**config.mk**
```make
export PLATFORM = sky130hd
export DESIGN_NAME = cmp_timer
export DESIGN_NICKNAME = d
export VERILOG_FILES = /design/src/rtl/cmp_timer_pkg.sv /design/src/rtl/cmp_timer_ctrl.sv /design/src/rtl/cmp_timer_dp.sv /design/src/rtl/cmp_timer.sv
export SDC_FILE = /design/constraint.sdc
export NUM_CORES = 1
export LEC_CHECK = 0
export BUFFER_PORTS_ARGS = -buffer_cell sky130_fd_sc_hd__buf_2
export CAP_MARGIN = 0
export CORE_ASPECT_RATIO = 0.75
export CORE_MARGIN = 3
export CORE_UTILIZATION = 54
export DETAILED_ROUTE_END_ITERATION = 8
export GPL_TIMING_DRIVEN = 0
export PLACE_DENSITY = 0.86
export SLEW_MARGIN = 20
export SYNTH_ARGS = -nofsm -noshare
export SYNTH_HDL_FRONTEND = slang
export SYNTH_SLANG_ARGS = --single-unit
```
**constraint.sdc**
```tcl
create_clock -name clk -period 3.2 [get_ports clk]
set_input_delay 0.48 -clock clk [delete_from_list [all_inputs] [get_ports clk]]
set_output_delay 0.48 -clock clk [all_outputs]
set_load 0.01 [all_outputs]
```
**src/rtl/cmp_timer_pkg.sv**
```systemverilog
package cmp_timer_pkg;
  localparam int CTL_W     = 8;
  localparam int SYS_DIV_W = 3;  // system clock divide by up to 8
  localparam int SUB_DIV_W = 4;  // subclock divide by up to 16

  typedef enum logic [2:0] {
    SEL_SYS1  = 3'd0,
    SEL_SYS2  = 3'd1,
    SEL_SYS4  = 3'd2,
    SEL_SYS8  = 3'd3,
    SEL_SUB1  = 3'd4,
    SEL_SUB4  = 3'd5,
    SEL_SUB16 = 3'd6,
    SEL_EXT   = 3'd7
  } clkSel_e;

  typedef struct packed {
    logic cntEn;     // advance counter this cycle
    logic clrOnA;    // clear on compare A selected
    logic presetWr;  // level preset write this cycle
    logic presetC;   // written level for output C
    logic presetD;   // written level for output D
  } ctlStrobe_t;
endpackage

```
**src/rtl/cmp_timer_ctrl.sv**
```systemverilog
module cmp_timer_ctrl
  import cmp_timer_pkg::*;
#(
  parameter int SYNC_STAGES = 2
) (
  input  logic             clk,
  input  logic             rstN,
  input  logic             subTick,
  input  logic             extEvent,
  input  logic             regWe,
  input  logic [CTL_W-1:0] regWdata,
  output logic [CTL_W-1:0] regRdata,
  output ctlStrobe_t       strobe
);
  localparam int STORE_W = CTL_W - 2;

  logic [STORE_W-1:0]   ctlReg;
  logic [SYS_DIV_W-1:0] sysDiv;
  logic [SUB_DIV_W-1:0] subDiv;
  logic [SYNC_STAGES:0] syncChain;
  logic                 extRise;
  logic                 rawEn;
  clkSel_e              clkSel;
  logic                 unusedBits;

  assign unusedBits = ^regWdata[1:0];

  always_ff @(posedge clk or negedge rstN) begin
    if (!rstN)      ctlReg <= '0;
    else if (regWe) ctlReg <= regWdata[CTL_W-1:2];
  end

  assign regRdata = {ctlReg, 2'b00};
  assign clkSel   = clkSel_e'(ctlReg[4:2]);

  always_ff @(posedge clk or negedge rstN) begin
    if (!rstN) sysDiv <= '0;
    else       sysDiv <= sysDiv + 1'b1;
  end

  always_ff @(posedge clk or negedge rstN) begin
    if (!rstN)        subDiv <= '0;
    else if (subTick) subDiv <= subDiv + 1'b1;
  end

  always_ff @(posedge clk or negedge rstN) begin
    if (!rstN) syncChain <= '0;
    else       syncChain <= {syncChain[SYNC_STAGES-1:0], extEvent};
  end

  assign extRise = syncChain[SYNC_STAGES-1] & ~syncChain[SYNC_STAGES];

  always_comb begin
    case (clkSel)
      SEL_SYS1:  rawEn = 1'b1;
      SEL_SYS2:  rawEn = sysDiv[0];
      SEL_SYS4:  rawEn = &sysDiv[1:0];
      SEL_SYS8:  rawEn = &sysDiv;
      SEL_SUB1:  rawEn = subTick;
      SEL_SUB4:  rawEn = subTick & (&subDiv[1:0]);
      SEL_SUB16: rawEn = subTick & (&subDiv);
      SEL_EXT:   rawEn = extRise;
      default:   rawEn = 1'b0;
    endcase
  end

  assign strobe.cntEn    = rawEn;
  assign strobe.clrOnA   = ctlReg[5];
  assign strobe.presetWr = regWe;
  assign strobe.presetC  = regWdata[2];
  assign strobe.presetD  = regWdata[3];
endmodule

```
**src/rtl/cmp_timer_dp.sv**
```systemverilog
module cmp_timer_dp
  import cmp_timer_pkg::*;
#(
  parameter int CNT_W = 16
) (
  input  logic             clk,
  input  logic             rstN,
  input  ctlStrobe_t       strobe,
  input  logic [CNT_W-1:0] cmpA,
  input  logic [CNT_W-1:0] cmpC,
  input  logic [CNT_W-1:0] cmpD,
  output logic [CNT_W-1:0] count,
  output logic             matchA,
  output logic [1:0]       matchCd,
  output logic [1:0]       levelCd
);
  localparam int NUM_OUT = 2;

  logic [NUM_OUT-1:0][CNT_W-1:0] cmpOut;
  logic [NUM_OUT-1:0]            presetBits;

  assign cmpOut     = {cmpD, cmpC};
  assign presetBits = {strobe.presetD, strobe.presetC};
  assign matchA     = strobe.cntEn && (count == cmpA);

  always_ff @(posedge clk or negedge rstN) begin
    if (!rstN)
      count <= '0;
    else if (strobe.cntEn)
      count <= (strobe.clrOnA && (count == cmpA)) ? '0 : count + 1'b1;
  end

  for (genvar g = 0; g < NUM_OUT; g++) begin : gOut
    logic fired;
    logic level;

    assign matchCd[g] = strobe.cntEn && (count == cmpOut[g]);
    assign levelCd[g] = level;

    always_ff @(posedge clk or negedge rstN) begin
      if (!rstN) begin
        fired <= 1'b0;
        level <= 1'b0;
      end else if (matchCd[g]) begin
        level <= ~level;
        fired <= 1'b1;
      end else if (strobe.presetWr && !fired) begin
        level <= presetBits[g];
      end
    end
  end
endmodule

```
**src/rtl/cmp_timer.sv**
```systemverilog
module cmp_timer
  import cmp_timer_pkg::*;
#(
  parameter int CNT_W       = 16,
  parameter int SYNC_STAGES = 2
) (
  input  logic             clk,
  input  logic             rstN,
  input  logic             subTick,
  input  logic             extEvent,
  input  logic             regWe,
  input  logic [CTL_W-1:0] regWdata,
  output logic [CTL_W-1:0] regRdata,
  input  logic [CNT_W-1:0] cmpA,
  input  logic [CNT_W-1:0] cmpC,
  input  logic [CNT_W-1:0] cmpD,
  output logic [CNT_W-1:0] count,
  output logic             matchA,
  output logic             matchC,
  output logic             matchD,
  output logic             outC,
  output logic             outD
);
  ctlStrobe_t strobe;
  logic [1:0] matchCd;
  logic [1:0] levelCd;

  cmp_timer_ctrl #(.SYNC_STAGES(SYNC_STAGES)) u_ctrl (
    .clk      (clk),
    .rstN     (rstN),
    .subTick  (subTick),
    .extEvent (extEvent),
    .regWe    (regWe),
    .regWdata (regWdata),
    .regRdata (regRdata),
    .strobe   (strobe)
  );

  cmp_timer_dp #(.CNT_W(CNT_W)) u_dp (
    .clk     (clk),
    .rstN    (rstN),
    .strobe  (strobe),
    .cmpA    (cmpA),
    .cmpC    (cmpC),
    .cmpD    (cmpD),
    .count   (count),
    .matchA  (matchA),
    .matchCd (matchCd),
    .levelCd (levelCd)
  );

  assign matchC = matchCd[0];
  assign matchD = matchCd[1];
  assign outC   = levelCd[0];
  assign outD   = levelCd[1];
endmodule

```
==> metrics <==
# diodes 0; xor/xnor share of the synthesized area 18.8%; largest net degree at the start of global routing 37; final period utilization 83.7%; Cells after Synth 251; Setup CP Type flip-flop to output port; slowest stage cell, crit path dfrtp_1; worst r2r src u_ctrl.sysDiv[0]; status finished clean; Crit path largest cell delay 0.40 ns; multiplexer share of the synthesized area 4.44%; width of the die 83.4 µm; CTS Hold Buffers Added 0; vias in the first global route 2252; Clock Latency Late Sink 0.29 ns; CP dominant cell by count ha_1; Starting Density 58.0%; Yosys reg bits 36; Post-Layout Cell Count 399; Tightest Pin Transition 0.798 ns; postcts setup bufs 0; final setup fails 0; first drt pass iteration count 5; TritonCTS buffer count 5; first-pass GRT wire length 10.7 mm; global placement routability congestion 0.927; min Tclk post-route 2.68 ns; chip height 64.0 µm; remaining antenna violation count 0; Vias 2258; part of the Yosys area used for sequential elements 37.2%; Fillers 312; Worst-path clk slew 0.08 ns; Site Rows 20; Data required, critical path 2.72 ns; Synth Area in Adders 2.06%; worst hold path class input pin to asynchronous set/reset pin; initial antenna violation count 0; Data arrival, critical path 2.20 ns; crit-path cells ha_1 -> ha_1 -> nor3b_1 -> o21ai_1 -> a21oi_2 -> nor2_1 -> buf_2; Highest Clock Rate 0.373 GHz; hpwl dp 4.97 mm; share of cells above drive strength 1 36.0%; CTS root buffer clkbuf_8; Pwr Density 660 nW/µm²; dpl cells 391; CP Capture Type output port; Final Hold Vio Count 0; largest family of logic cells by synthesized area XOR/XNOR gates; iteration-0 DRC count of the detailed router 279; clock sink count 36; post-synthesis cell area 2420 µm²; post-synthesis compound-gate area fraction 12.0%; I/O pin count 90; Die Area 5340 µm²; WL per Instance 16.6 µm; area fraction in and, or, nand and nor cells after synthesis 18.6%; vias per inst 5.66; number of remaining DRC errors 0; Pleak 1.38 nW; area share of the largest cell type after synthesis 37.2%; Max Clock Skew 0.00906 ns; fin. max-slew vios 0; Sum Neg Setup Slack 0 ns; Worst setup SP type flip-flop; htree depth 2; cts repair resizes 0; reg2reg end u_dp.count[13]; Detailed Route WL 6.63 mm; Worst slew margin 46.8%; leading area contributor after synthesis dfrtp_1; total grt overflow 0; Worst Path Max Fanout 10; Max-Cap Viols 0; r2r setup slk 1.02 ns; input/output buffers 84; RSZ-0062 raised after global routing no; reg2reg path depth 8; Synth area leaders dfrtp_1, xor2_1, nand2_1, o211ai_1, nor4_1; final net count 408; warning count from the yosys run 0; synth unique cells 42; TritonCTS clock tree done; Area Growth Syn to Fin 24.8%; Placeable Area 4180 µm²; mean post-synth cell area 9.66 µm²; CTS Buffer Depth 2; total global-route track usage 25.4%; peak supply drop 383 µV
synthesized netlist by cell type:
cell / number
nand3b_1: 2
inv_1: 4
a211oi_1: 1
buf_6: 5
and2_1: 1
o31ai_1: 2
nor2b_1: 3
or3_1: 5
nand2_1: 26
a22oi_1: 1
nor4_1: 13
clkbuf_1: 2
a211oi_2: 2
a21oi_2: 1
o21ai_1: 1
nor2_2: 1
o21ai_4: 1
o221ai_1: 7
nor2_1: 7
a21o_1: 1
nor3_1: 1
dfrtp_1: 36
buf_4: 5
nand2b_1: 3
buf_2: 10
o21ai_0: 6
or2_1: 2
nor3b_1: 2
mux2i_1: 4
mux2_2: 6
a2bb2oi_1: 1
or2_2: 2
nand3_1: 6
or2_0: 1
nand4_1: 6
and3_1: 2
conb_1: 1
and4_1: 2
ha_1: 4
o211ai_1: 13
xor2_1: 49
xnor2_1: 3
power breakdown:
group          switching (mW)  internal (mW)  leakage [nW]  total [mW]
Clock                   0.163          0.231        0.0552       0.395
Sequential             0.0717          0.553         0.395       0.625
Combinational           0.570          0.409         0.925       0.978
Total                   0.805           1.19          1.38        2.00
registers in the layout, summed over array words and instances, names as in the netlist:
signal            cells
u_dp.gOut.level       2
u_ctrl.subDiv         4
u_ctrl.sysDiv         3
u_ctrl.syncChain      3
u_dp.count           16
u_dp.gOut.fired       2
u_ctrl.ctlReg         6
metal layers:
metal | global-route usage [%] | vias up | share of wire, %
met1 | 33.5 | 1041 | 41
met5 | 0 | - | 0
li1 | - | 1064 | -
met2 | 40.4 | 137 | 46
met3 | 6.06 | 16 | 11
met4 | 10.0 | 0 | 1.7
worst max-delay path by stage:
stage                           startpoint      to  slack (ns)  cells after the start
final                     u_ctrl.sysDiv[0]  matchC        0.52                      7
after global routing      u_ctrl.sysDiv[0]  matchC        0.38                      7
after CTS                 u_ctrl.sysDiv[0]  matchD        0.53                      7
after detailed placement  u_ctrl.sysDiv[0]  matchD        0.84                      7
after global placement            cmpA[11]  matchA        0.92                      7
after floorplan              u_dp.count[5]  matchA        1.23                      6
kinds of logic after synthesis:
kind of cell             after synthesis
AND/OR/NAND/NOR                       85
adder cells (fa/ha/maj)                4
AO/OA/AOI/OAI                         37
other                                  1
buffers and inverters                 26
multiplexers                          10
flip-flops                            36
XOR/XNOR                              52
area by class of cell:
type	instances	area, µm²	share of cell area [%]
Multi-Input combinational cell	190	1360	45.0
Sequential cell	36	901	29.8
Timing Repair Buffer	84	420	13.9
Buffer	22	151	5.00
Clock buffer	6	72.6	2.40
Tap cell	55	68.8	2.27
Clock inverter	2	35.0	1.16
Inverter	4	15.0	0.496
stage by stage:
step	utilization, %	setup WS (ns)	total power, mW	hold WS [ns]	cell area [µm²]
final	72.4	0.520	2.00	0.267	3030
after global routing	72.4	0.380	2.12	0.289	3030
after CTS	72.4	0.526	1.99	0.286	3030
after detailed placement	69.8	0.844	1.59	0.336	2920
after global placement	69.8	0.916	1.54	0.332	2920
after floorplan	-	1.23	1.30	0.184	2430
cells in the final DEF, fill, tap and decap left out, drive strengths merged, types with 3 or more instances in the layout:
cell    netlist  routed
or3           5       5
mux2i         4       4
xor2         49      49
o21ai         8       8
clkbuf        2       8
nor2b         3       3
mux2          6       6
nor4         13      13
nand3         6       6
nor2          8       8
dfrtp        36      36
nand2b        3       3
a211oi        3       3
o211ai       13      13
nand2        26      26
o221ai        7       7
or2           5       5
ha            4       4
buf          20     104
inv           4       4
xnor2         3       3
nand4         6       6
critical path: cells and delay by family (launching register included):
| family | cells | cell delay (ns) |
|---|---|---|
| and+or+nand+nor | 2 | 0.37 |
| DFF | 1 | 0.40 |
| AOI/OAI and AO/OA | 2 | 0.56 |
| buffers and inverters | 1 | 0.17 |
| adders and majority gates | 2 | 0.40 |
(Power assumes the default switching activity.)
